[src/rtl/nvr_cmd_pkg.sv]
package nvr_cmd_pkg;
  localparam int REG_W  = 16;
  localparam int BYTE_W = 8;
  localparam int REG_AW = 3;

  typedef enum logic [1:0] {
    ST_IDLE = 2'b00,
    ST_OK   = 2'b01,
    ST_BUSY = 2'b10,
    ST_FAIL = 2'b11
  } nvr_stat_e;

  localparam logic [1:0] OP_ONE = 2'b10;
  localparam logic [1:0] OP_ALL = 2'b11;

  localparam logic [REG_AW-1:0] A_CTRL = 3'd0;
  localparam logic [REG_AW-1:0] A_DEV  = 3'd1;
  localparam logic [REG_AW-1:0] A_MEM  = 3'd2;
  localparam logic [REG_AW-1:0] A_DATA = 3'd3;
  localparam logic [REG_AW-1:0] A_MODE = 3'd4;

  localparam int DIR_BIT = 5;
endpackage

[src/rtl/nvr_cmd_fsm.sv]
module nvr_cmd_fsm
  import nvr_cmd_pkg::*;
(
  input  logic      clk,
  input  logic      rst_n,
  input  logic      soft_rst,
  input  logic      launch,
  input  logic      rd_ctrl,
  input  logic      req_ready,
  input  logic      xfer_done,
  input  logic      xfer_fail,
  output nvr_stat_e status,
  output logic      req_valid,
  output logic      xfer_ok
);
  logic in_flight;

  // success in this cycle: only counts once the request was taken
  assign xfer_ok = (status == ST_BUSY) && in_flight && xfer_done && !xfer_fail;

  always_ff @(posedge clk or negedge rst_n) begin
    if (!rst_n) begin
      status    <= ST_IDLE;
      req_valid <= 1'b0;
      in_flight <= 1'b0;
    end else if (soft_rst) begin
      status    <= ST_IDLE;
      req_valid <= 1'b0;
      in_flight <= 1'b0;
    end else begin
      unique case (status)
        ST_IDLE: if (launch) begin
          status    <= ST_BUSY;
          req_valid <= 1'b1;
          in_flight <= 1'b0;
        end
        ST_BUSY: begin
          if (req_valid && req_ready) begin
            req_valid <= 1'b0;
            in_flight <= 1'b1;
          end
          if (in_flight && xfer_fail) begin
            status    <= ST_FAIL;
            in_flight <= 1'b0;
          end else if (in_flight && xfer_done) begin
            status    <= ST_OK;
            in_flight <= 1'b0;
          end
        end
        default: if (rd_ctrl) status <= ST_IDLE;
      endcase
    end
  end

  p_launch_busy_r3: assert property (@(posedge clk) disable iff (!rst_n)
    (status == ST_IDLE && launch && !soft_rst) |=> (status == ST_BUSY && req_valid));

  p_req_hold_r3: assert property (@(posedge clk) disable iff (!rst_n)
    (req_valid && !req_ready && !soft_rst) |=> req_valid);

  p_result_hold_r5: assert property (@(posedge clk) disable iff (!rst_n)
    ((status == ST_OK || status == ST_FAIL) && !rd_ctrl && !soft_rst) |=> $stable(status));

  p_read_clear_r5: assert property (@(posedge clk) disable iff (!rst_n)
    ((status == ST_OK || status == ST_FAIL) && rd_ctrl && !soft_rst) |=> status == ST_IDLE);

  p_no_early_done_r4: assert property (@(posedge clk) disable iff (!rst_n)
    (status == ST_BUSY && req_valid && !soft_rst) |=> status == ST_BUSY);
endmodule

[src/rtl/nvr_cmd_cfg.sv]
module nvr_cmd_cfg
  import nvr_cmd_pkg::*;
#(
  parameter logic [BYTE_W-1:0] DEV_RESET = 8'hA2
) (
  input  logic              clk,
  input  logic              rst_n,
  input  logic              soft_rst,
  input  logic              boot_en,
  input  logic              wr_en,
  input  logic [REG_AW-1:0] wr_addr,
  input  logic [REG_W-1:0]  wr_data,
  input  logic              idle,
  input  logic              cap_en,
  input  logic [BYTE_W-1:0] cap_data,
  output logic              boot_go,
  output logic              ctrl_wr,
  output logic              dir,
  output logic [1:0]        op,
  output logic [BYTE_W-2:0] dev_hi,
  output logic [REG_W-1:0]  mem,
  output logic              wide,
  output logic [BYTE_W-1:0] rbyte
);
  logic boot_pend;
  logic wr_ok;

  assign boot_go = boot_pend && boot_en;
  assign wr_ok   = wr_en && idle && !boot_pend;
  assign ctrl_wr = wr_ok && (wr_addr == A_CTRL);

  always_ff @(posedge clk or negedge rst_n) begin
    if (!rst_n) begin
      boot_pend <= 1'b1;
      dir       <= 1'b0;
      op        <= OP_ALL;
      dev_hi    <= DEV_RESET[BYTE_W-1:1];
      mem       <= '0;
      wide      <= 1'b0;
      rbyte     <= '0;
    end else if (soft_rst) begin
      boot_pend <= 1'b1;
      dir       <= 1'b0;
      op        <= OP_ALL;
      dev_hi    <= DEV_RESET[BYTE_W-1:1];
      mem       <= '0;
      wide      <= 1'b0;
      rbyte     <= '0;
    end else begin
      boot_pend <= 1'b0;
      if (boot_go) begin
        dir <= 1'b0;
        op  <= OP_ALL;
      end else if (wr_ok) begin
        unique case (wr_addr)
          A_CTRL: begin
            dir <= wr_data[DIR_BIT];
            op  <= wr_data[1:0];
          end
          A_DEV:  dev_hi <= wr_data[BYTE_W-1:1];
          A_MEM:  mem    <= wr_data;
          A_MODE: wide   <= wr_data[0];
          default: ;
        endcase
      end
      if (cap_en && !dir && op == OP_ONE) rbyte <= cap_data;
    end
  end

  p_write_gate_r6: assert property (@(posedge clk) disable iff (!rst_n)
    (!idle && wr_en && !soft_rst) |=> $stable({dir, op, dev_hi, mem, wide}));

  p_boot_read_all_r11: assert property (@(posedge clk) disable iff (!rst_n)
    (boot_go && !soft_rst) |=> (!dir && op == OP_ALL));
endmodule

[src/rtl/nvr_cmd_regs.sv]
module nvr_cmd_regs
  import nvr_cmd_pkg::*;
#(
  parameter logic [BYTE_W-1:0] DEV_RESET = 8'hA2
) (
  input  logic              clk,
  input  logic              rst_n,
  input  logic              soft_rst,
  input  logic              boot_en,
  input  logic [REG_AW-1:0] reg_addr,
  input  logic              reg_wr,
  input  logic              reg_rd,
  input  logic [REG_W-1:0]  reg_wdata,
  output logic [REG_W-1:0]  reg_rdata,
  output logic              req_valid,
  input  logic              req_ready,
  output logic              req_write,
  output logic              req_all,
  output logic [BYTE_W-1:0] req_dev,
  output logic [REG_W-1:0]  req_mem,
  input  logic              xfer_done,
  input  logic              xfer_fail,
  input  logic [BYTE_W-1:0] xfer_rdata
);
  nvr_stat_e         status;
  logic              boot_go, ctrl_wr, launch, rd_ctrl, xfer_ok;
  logic              dir, wide;
  logic [1:0]        op;
  logic [BYTE_W-2:0] dev_hi;
  logic [REG_W-1:0]  mem;
  logic [BYTE_W-1:0] rbyte;

  assign rd_ctrl = reg_rd && (reg_addr == A_CTRL);
  assign launch  = boot_go || (ctrl_wr && reg_wdata[1]);

  nvr_cmd_cfg #(.DEV_RESET(DEV_RESET)) u_cfg (
    .clk(clk), .rst_n(rst_n), .soft_rst(soft_rst), .boot_en(boot_en),
    .wr_en(reg_wr), .wr_addr(reg_addr), .wr_data(reg_wdata),
    .idle(status == ST_IDLE), .cap_en(xfer_ok), .cap_data(xfer_rdata),
    .boot_go(boot_go), .ctrl_wr(ctrl_wr), .dir(dir), .op(op),
    .dev_hi(dev_hi), .mem(mem), .wide(wide), .rbyte(rbyte)
  );

  nvr_cmd_fsm u_fsm (
    .clk(clk), .rst_n(rst_n), .soft_rst(soft_rst), .launch(launch),
    .rd_ctrl(rd_ctrl), .req_ready(req_ready), .xfer_done(xfer_done),
    .xfer_fail(xfer_fail), .status(status), .req_valid(req_valid),
    .xfer_ok(xfer_ok)
  );

  assign req_write = dir;
  assign req_all   = (op == OP_ALL);
  assign req_dev   = {dev_hi, 1'b0};
  assign req_mem   = wide ? mem : {{(REG_W-BYTE_W){1'b0}}, mem[BYTE_W-1:0]};

  always_comb begin
    reg_rdata = '0;
    unique case (reg_addr)
      A_CTRL: begin
        reg_rdata[DIR_BIT] = dir;
        reg_rdata[3:2]     = status;
        reg_rdata[1:0]     = op;
      end
      A_DEV:  reg_rdata[BYTE_W-1:0] = {dev_hi, 1'b0};
      A_MEM:  reg_rdata = mem;
      A_DATA: reg_rdata[BYTE_W-1:0] = rbyte;
      A_MODE: reg_rdata[0] = wide;
      default: ;
    endcase
  end

  p_reserved_idle_r7: assert property (@(posedge clk) disable iff (!rst_n)
    (reg_wr && reg_addr == A_CTRL && status == ST_IDLE && !reg_wdata[1] && !boot_go && !soft_rst)
      |=> (status == ST_IDLE && !req_valid));

  p_req_stable_r3: assert property (@(posedge clk) disable iff (!rst_n)
    (req_valid && !req_ready && !soft_rst) |=> $stable({req_write, req_all, req_dev, req_mem}));
endmodule

[config.mk]
export PLATFORM = sky130hd
export DESIGN_NAME = nvr_cmd_regs
export DESIGN_NICKNAME = d
export VERILOG_FILES = /design/src/rtl/nvr_cmd_pkg.sv /design/src/rtl/nvr_cmd_fsm.sv /design/src/rtl/nvr_cmd_cfg.sv /design/src/rtl/nvr_cmd_regs.sv
export SDC_FILE = /design/constraint.sdc
export NUM_CORES = 1
export LEC_CHECK = 0
export CAP_MARGIN = 40
export CORE_MARGIN = 4
export CORE_UTILIZATION = 32
export CTS_CLUSTER_SIZE = 20
export DETAILED_ROUTE_END_ITERATION = 8
export PLACE_DENSITY = 0.69
export REMOVE_ABC_BUFFERS = 1
export SYNTH_ARGS = -nofsm -noshare
export SYNTH_HDL_FRONTEND = slang
export SYNTH_SLANG_ARGS = --single-unit
[constraint.sdc]
create_clock -name clk -period 1.6 [get_ports clk]
set_input_delay 0.32 -clock clk [delete_from_list [all_inputs] [get_ports clk]]
set_output_delay 0.32 -clock clk [all_outputs]
set_load 0.05 [all_outputs]
==> Yosys cells after proc, flatten, opt, wreduce, memory -nomap -nowiden <==
Index checks and enable logic that the tools add are counted.
{ "word_totals": {"ff_bits": 40, "inputBits": 36, "output_inout_bits": 43} }
{ "classes": {"eq_ne": 12, "n_mux": 46, "n_reduce_logical": 36} }
{ "op_table": {"columns": ["op", "count"], "rows": [
  ["2-to-1 mux 16 bit", 5],
  ["2-to-1 mux 7 bit", 4],
  ["2-to-1 mux 8 bit", 3],
  ["2-to-1 mux 2 bit", 9],
  ["AND reduction 3 bit", 6],
  ["2-to-1 mux 1 bit", 17],
  ["logical AND 1 bit", 14],
  ["one-hot mux 3 bit (4 select lines)", 1],
  ["nonzero test 2 bit", 5],
  ["nonzero test 3 bit", 3],
  ["one-hot mux 1 bit (4 select lines)", 2],
  ["== test 2 bit, second input constant", 3],
  ["== test 3 x 2 -> 1 bit, second input constant", 2],
  ["!= test 3 bit, second input constant", 2],
  ["one-hot mux 2 bit (3 select lines)", 1],
  ["!= test 5 bit, second input constant", 1],
  ["!= test 4 bit, second input constant", 1],
  ["one-hot mux 1 bit (2 select lines)", 2],
  ["one-hot mux 2 bit (2 select lines)", 1],
  ["nonzero test 4 bit", 1],
  ["== test 3 x 1 -> 1 bit, second input constant", 1],
  ["== test 3 bit, second input constant", 1],
  ["zero test 1 bit", 3],
  ["zero test 3 bit", 1],
  ["other kinds (5)", 5]
]} }

==> Logic depth before layout (Yosys ltp) <==
Gate-level depths: netlist of run 1.
{ "logic_depth": {"depth_word": 9, "ltp_mapped": 6} }

==> Cells and area by module <==
A second synthesis of run 1 with hierarchy kept.
{ "hier_totals": {"hier_cells": 233, "hier_area_um2": 2352.3} }
{ "modules_own_cells": {"columns": ["mod", "n_inst", "cells_per_inst", "area_per_inst_um2", "seq_area_each_um2"], "rows": [
  ["nvr_cmd_cfg", 1, 153, 1709.1, 908.4],
  ["nvr_cmd_regs", 1, 57, 422.9, 0.0],
  ["nvr_cmd_fsm", 1, 23, 220.2, 100.1]
]} }

==> Worst setup path before layout of run 1 <==
No wires, ideal clock.
{ "synth_path": {"kind": "in2out", "startpoint": "in reg_addr[2]", "endpoint": "out reg_rdata[0]", "t_arrival_ns": 1.960, "t_required_ns": 1.280, "path_slack_ns": -0.680, "cell_stages": 5, "path_buffers": 2, "cell_sequence": "clkbuf_1 -> clkbuf_1 -> nand2_1 -> o21a_1 -> o22ai_1"} }
{ "synth_between": {"elab_chain_len": 2, "word_cells_on_any_way": 5, "classes_between": "3 x eq/ne; 1 x mux; 1 x reduce/logical"} }
{ "synth_lines": {"columns": ["item", "line_no", "source"], "rows": [
  ["from (decl)", "nvr_cmd_regs.sv:10", "input logic [REG_AW-1:0] reg_addr,"],
  ["== test 3 bit, or another cell as far along", "nvr_cmd_regs.sv:58", "unique case (reg_addr)"],
  ["one-hot mux 1 bit (4 select lines) *", "nvr_cmd_regs.sv:58", null],
  ["to (decl)", "nvr_cmd_regs.sv:14", "output logic [REG_W-1:0] reg_rdata,"]
]} }
Mark *: on every way between the ends. The rest lies on a longest branch, timed or not.

==> Final worst setup path of run 1 <==
{ "layout_path": {"startpoint": "reg u_fsm.status[0]", "endpoint": "out reg_rdata[2]"} }
{ "layout_between": {"elab_chain_len": 1} }
{ "layout_lines": {"columns": ["item", "line_no", "source"], "rows": [
  ["from (decl)", "nvr_cmd_fsm.sv:12", "output nvr_stat_e status,"],
  ["from (signal assigned)", "nvr_cmd_fsm.sv:23", "status <= ST_IDLE;"],
  ["from (signal assigned)", "nvr_cmd_fsm.sv:27", "status <= ST_IDLE;"],
  ["from (signal assigned)", "nvr_cmd_fsm.sv:33", "status <= ST_BUSY;"],
  ["one-hot mux 3 bit (4 select lines)", "nvr_cmd_regs.sv:58", null]
]} }
No other way between the ends.

==> results of run 1 <==
==> sequential cells by signal, indices dropped and copies added (netlist names) <==
| signal | cells |
|---|---|
| u_cfg.boot_pend | 1 |
| u_cfg.wide | 1 |
| u_cfg.dev_hi | 7 |
| u_fsm.req_valid | 1 |
| u_cfg.dir | 1 |
| u_cfg.mem | 16 |
| u_fsm.status | 2 |
| u_cfg.op | 2 |
| u_cfg.rbyte | 8 |
| u_fsm.in_flight | 1 |
==> worst reg2reg max path: stages (launching register included) <==
cell and delay (ns):
dfrtp_1 0.41, buf_4 0.14, or4b_4 0.58, nor4b_4 0.29, buf_4 0.19, mux2i_1 0.20
==> how the worst max path moves through the flow <==
stage	start	to	slack [ns]
finish	u_fsm.status[0]$_DFFE_PN0P_	reg_rdata[2]	-0.30
global route	u_fsm.status[0]$_DFFE_PN0P_	reg_rdata[2]	-0.33
CTS	u_fsm.status[1]$_DFFE_PN0P_	reg_rdata[3]	-0.28
detailed placement	reg_addr[0]	reg_rdata[2]	-0.56
global placement	reg_addr[0]	reg_rdata[2]	-0.55
floorplan	reg_addr[0]	reg_rdata[10]	-0.82
==> stage by stage <==
stage	power, mW	instances	util [%]	hold slack [ns]	cell area [µm²]
floorplan	1.229	222	-	0.02441	2215
global placement	1.550	442	52.88	0.2816	3856
detailed placement	1.559	442	52.88	0.2825	3856
CTS	2.360	471	59.78	0.4948	4359
global route	2.495	480	62.13	0.5344	4531
finish	2.402	480	62.13	0.4976	4531
==> power by group through the flow <==
stage	combinational [mW]	sequential (mW)	clock (mW)
finish	0.650	1.04	0.708
global route	0.685	1.05	0.766
CTS	0.599	1.04	0.719
detailed placement	0.498	1.06	0
global placement	0.490	1.06	0
floorplan	0.145	1.08	0
==> kinds of logic after synthesis <==
group / synth area share [%]
other: 0.1559
and+or+nand+nor: 23.66
DFF: 41.91
muxes: 9.309
buffers and inverters: 8.580
AOI/OAI and AO/OA: 16.38
==> final cells by class <==
cell class	instances	area, µm²	share of cell area (%)
inverter	4	15.01	0.3314
timing repair buffer	151	1879	41.48
clock buffer	8	90.09	1.988
multi-input combinational	178	1414	31.21
tap	99	123.9	2.734
sequential	40	1008	22.26
==> metal layers <==
layer	wire [µm]	up-vias	global-route usage [%]
li1	-	1153	-
met1	3513	1282	23.73
met3	476	18	5.020
met5	0	-	0
met2	4794	78	33.53
met4	230	0	7.212
==> cells in the final DEF (no fill, tap or decap), drive strengths merged, types with 3 or more instances in the layout <==
| cell type | count |
|---|---|
| buf | 117 |
| dfrtp | 34 |
| clkdlybuf4s50 | 31 |
| a21oi | 28 |
| nand3 | 17 |
| o21ai | 17 |
| and2 | 17 |
| nand2 | 15 |
| nor2 | 12 |
| mux2i | 10 |
| clkbuf | 10 |
| o31ai | 8 |
| nand4 | 8 |
| dfstp | 6 |
| nor2b | 6 |
| nor4b | 5 |
| mux4 | 4 |
| inv | 4 |
| a22oi | 3 |
| mux2 | 3 |
==> what timing repair did <==
action / in CTS / in global routing
setup endpoints to repair: 46 / 51
hold buffers: 1 / 0
hold endpoints to repair: 16 / 0
setup buffers: 17 / 8
resized for setup: 89 / 23
gates cloned: 4 / 2
pin swaps: 20 / 10
==> flow_summary.ini, run 1 <==
[yosys]
synth_area_leaders = dfrtp_1 (35%), dfstp_2 (6.6%), a21oi_1 (5.8%), and2_1 (4.4%), mux2i_1 (4.2%)
avgSynthCellArea_um2 = 9.436
synthCells = 255
ys.flop_type = dfrtp_1
yosys.area.top_type = dfrtp_1
syn-cell-area_mm2 = 0.002406
ys_seq_area_share_pct = 41.91
async_flop_share_pct = 100.0
synth_top_area_share_pct = 35.36
synth_seq_cells = 40
synth-edff-count = 0
synthDistinctLibCells = 46
ys_warn_count = 0
yosysMostFrequentCell = dfrtp_1
netlist_top_cells_count = dfrtp_1 (34), a21oi_1 (28), and2_1 (17), nand3_1 (17), o21ai_0 (17)

[run_status]
violations = setup timing
status = finished with violations

[setup_path]
cp.depth = 4
r2r_slack_ns = -0.27
cp_cell_sequence = buf_6 -> mux4_2 -> nor2b_4 -> buf_6
cp.required_ns = 1.28
cp_common_cell = buf_6
crit_slowest_cell = mux4_2
r2r_cells = 5
reg2reg_to = u_cfg.dev_hi[4]$_DFFE_PN1P_
path_class = reg2out
crit_family = multiplexers
worstPathArrival_ns = 1.58
max_stage_delay_ns = 0.46
start_kind = flop
critPathBufInv = 2
r2r_start = u_fsm.status[0]$_DFFE_PN0P_
worst-path-max-fanout = 2
cp-end-kind = output pin

[placement]
dp_hpwl_um = 5892
portBuffers = 77
place.gp.congestion = 0.8355
post-place-ws_ns = -0.5570

[timing]
skew_ns = 0.006129
final.setup.tns_ns = -5.752
min_period_ns = 1.902
finalHoldViolations = 0
grt_setup_unrepaired = true
finalMaxSlewViolations = 0
finalSetupViolations = 41
setup_ws_ns = -0.3019
clock.fmax_ghz = 0.5258
period_share_pct = 118.9

[routing]
route.detailed.drc = 0
first_pass_iters = 4
vias = 2531
drt.antenna.violating_nets = 0
routed_wl_um = 9014
detail_route.iter0.violations = 161
drt-wirelength-per-cell_um = 18.78
via_per_inst = 5.273

[clock_network]
clk_latency_ns = 0.29
root_buffer = clkbuf_8
h-tree-depth = 2
cts_tree = built
numCtsBuffers = 5
path_clk_slew_ns = 0.08
cts_buffer_depth = 2
cts_sinks = 40

[layout]
nFillCells = 574
antennaDiodeCount = 0
drive_gt1_share_pct = 50.13
nets = 416
area_growth_syn_to_layout_pct = 88.30

[die]
num_rows = 31
dieArea_mm2 = 0.008970
start_util_pct = 33.00
die_w_um = 94.71
fp.dieH_um = 94.71
ioPinCount = 79
core_mm2 = 0.007292

[grt]
grt_usage_pct = 19.62
grt_pass1_wl_um = 13570
grt_pass1_vias = 2692
grt_overflow = 0
grt_max_degree = 24
antenna_found_initial = 0

[job]
maxCapViolations = 0

[power]
pwr-share-seq_pct = 43.4
p_leak_nw = 1.887
switchingPower_uw = 690.3
peakVddDrop_mv = 0.4050
power_density_mw_per_mm2 = 530.1
p_comb_share_pct = 27.1
intPower_mw = 1.712
clkPwrFrac_pct = 29.5
p_sw_share_pct = 28.74

[hold_path]
min_path_type = in2async
No activity file was read; power rests on OpenSTA's default activity.
==> run 2: changes to the inputs <==
--- a/config.mk
+++ b/config.mk
@@ -5,7 +5,7 @@
 export SDC_FILE = /design/constraint.sdc
 export NUM_CORES = 1
 export LEC_CHECK = 0
-export CAP_MARGIN = 40
+export CAP_MARGIN = 20
 export CORE_MARGIN = 4
 export CORE_UTILIZATION = 32
 export CTS_CLUSTER_SIZE = 20
==> results of run 2 <==
Same layout as run 1: the final DEF is identical, and so are final timing and power.
==> run 3: changes to the inputs <==
--- a/config.mk
+++ b/config.mk
@@ -10,6 +10,7 @@
 export CORE_UTILIZATION = 32
 export CTS_CLUSTER_SIZE = 20
 export DETAILED_ROUTE_END_ITERATION = 8
+export GPL_TIMING_DRIVEN = 0
 export PLACE_DENSITY = 0.69
 export REMOVE_ABC_BUFFERS = 1
 export SYNTH_ARGS = -nofsm -noshare
==> run 3 against run 2 <==
Effect of this change: the run still ends with setup timing left; design area shrank 17%; highest routed layer unchanged; critical endpoint is now reg_rdata[0]; clock skew grew 0.0056 ns; first-iteration DRC count grew 11%; maximum frequency grew 3.6%; largest cell class is now multi-input gates; clock-buffer cell count shrank 1; combinational power shrank 14%; clock power shrank 3%; sequential share of layout area grew 4.6 points; non-clock buffer count shrank 33; global-route usage shrank 1.3 points; wire length shrank 8.5%; final cell count shrank 6.9%.
==> flow_summary.ini, run 3 (same netlist as run 1, synthesis figures left out) <==
[run_status]
status = finished with violations
violations = setup timing

[placement]
portBuffers = 77
dp_hpwl_um = 4811
dpl_cell_area_mm2 = 0.003159
place.gp.congestion = 0.7980

[timing]
setup_ws_ns = -0.2357
period_share_pct = 114.7
finalHoldViolations = 0
clock.fmax_ghz = 0.5447
skew_ns = 0.01172
relSlewSlack_pct = 28.09
grt_setup_unrepaired = true
finalMaxSlewViolations = 0
worst_pin_slew_ns = 1.079
fin_hold_ws_ns = 0.1659
min_period_ns = 1.836
final.setup.tns_ns = -3.789
finalSetupViolations = 35

[clock_network]
numCtsBuffers = 5
cts_buffer_depth = 2
h-tree-depth = 2
cts_sinks = 40
cts_tree = built
path_clk_slew_ns = 0.09
root_buffer = clkbuf_8
clk_latency_ns = 0.31

[die]
num_rows = 31
die_w_um = 94.71
start_util_pct = 33.00
fp.dieH_um = 94.71
dieArea_mm2 = 0.008970
ioPinCount = 79
core_mm2 = 0.007292

[layout]
finalCoreUtilization_pct = 51.75
antennaDiodeCount = 0
mostFrequentLayoutCell = buf_4
drive_gt1_share_pct = 41.67
area_growth_syn_to_layout_pct = 56.84
nFillCells = 673
design_area_mm2 = 0.003774
largest_reg_flops = 16
largest-register = u_cfg.mem
largestRegisters = u_cfg.mem: 16 flops, u_cfg.rbyte: 8 flops, u_cfg.dev_hi: 7 flops
layout_common_cells = buf_4 (33), dfrtp_1 (31), clkdlybuf4s50_1 (29)
nets = 383

[setup_path]
reg2reg_to = u_cfg.dev_hi[1]$_DFFE_PN0P_
r2r_slack_ns = -0.21
critPathBufInv = 2
r2r_cells = 4
cp.required_ns = 1.28
path_class = reg2out
crit_slowest_cell = dfstp_2
cp_cell_sequence = inv_2 -> o31a_1 -> o22ai_2 -> buf_6
max_stage_delay_ns = 0.55
crit_family = flip-flops
cp-end-kind = output pin
start_kind = flop
worst-path-max-fanout = 3
r2r_start = u_fsm.status[0]$_DFFE_PN0P_
worstPathArrival_ns = 1.52

[routing]
via_per_inst = 5.277
drt.antenna.violating_nets = 0
routed_wl_um = 8246
detail_route.iter0.violations = 178
first_pass_iters = 4
route.detailed.drc = 0
drt-wirelength-per-cell_um = 18.45
vias = 2359

[grt]
grt_overflow = 0
grt_pass1_wl_um = 12540
grt_pass1_vias = 2389
grt_usage_pct = 18.32
grt_max_degree = 41
antenna_found_initial = 0

[hold_path]
min_path_type = in2async

[power]
power_density_mw_per_mm2 = 609.1
peakVddDrop_mv = 0.3001
p_leak_nw = 1.590

[job]
maxCapViolations = 0
run 3: cell types whose count changed in the layout (fill, tap and decap cells not counted), sizes merged:
cell,change
clkdlybuf4s50,-2
dlygate4sd2,+4
clkbuf,+3
dlygate4sd3,-1
clkinv,+1
buf,-48
clkdlybuf4s15,+10
run 3: stage by stage:
step | instances | power, mW | setup slack, ns
after floorplan | 222 | 1.229 | -0.8204
after global placement | 398 | 1.444 | -3.483
after detailed placement | 401 | 1.463 | -2.050
after CTS | 437 | 2.231 | -0.2562
after global routing | 447 | 2.381 | -0.2958
final | 447 | 2.298 | -0.2357
run 3: layout make-up:
class                      instances  area (µm²)  area share, %
clock buffer                       7       76.32          2.023
clock inverter                     1       5.005         0.1326
inverter                           4       15.01         0.3979
multi-input combinational        178        1405          37.23
sequential                        40        1012          26.82
tap                               99       123.9          3.282
timing repair buffer             118        1136          30.11
run 3: worst max-delay path by stage:
stage	cells after the start	slack [ns]	startpoint	to
finish	4	-0.24	u_cfg.op[0]$_DFFE_PN1P_	reg_rdata[0]
global route	4	-0.30	u_fsm.status[0]$_DFFE_PN0P_	u_cfg.dev_hi[5]$_DFFE_PN0P_
CTS	4	-0.26	u_cfg.op[0]$_DFFE_PN1P_	reg_rdata[0]
detailed placement	5	-2.05	reg_addr[1]	reg_rdata[14]
global placement	4	-3.48	reg_addr[1]	reg_rdata[12]
floorplan	2	-0.82	reg_addr[0]	reg_rdata[10]
run 3: per-layer routing:
metal	part of all wire, %	vias up	GRT usage, %
met4	1.7	0	5.769
met5	0	-	0
met3	4.8	14	3.506
met1	42	1176	24.04
li1	-	1101	-
met2	51	68	30.42
run 3: what timing repair did:
| action | 4_1_cts | 5_1_grt |
|---|---|---|
| endpoints found under the setup margin | 81 | 65 |
| hold buffers | 0 | 0 |
| gates cloned | 3 | 1 |
| pin swaps | 20 | 9 |
| resized for setup | 247 | 50 |
| buffers inserted | 25 | 10 |
run 3: where the power goes:
part / internal [mW] / leakage [nW] / switching [mW]
clock: 0.307 / 0.0422 / 0.383
sequential: 1.03 / 0.531 / 0.0181
combinational: 0.262 / 1.02 / 0.299
total: 1.60 / 1.59 / 0.700
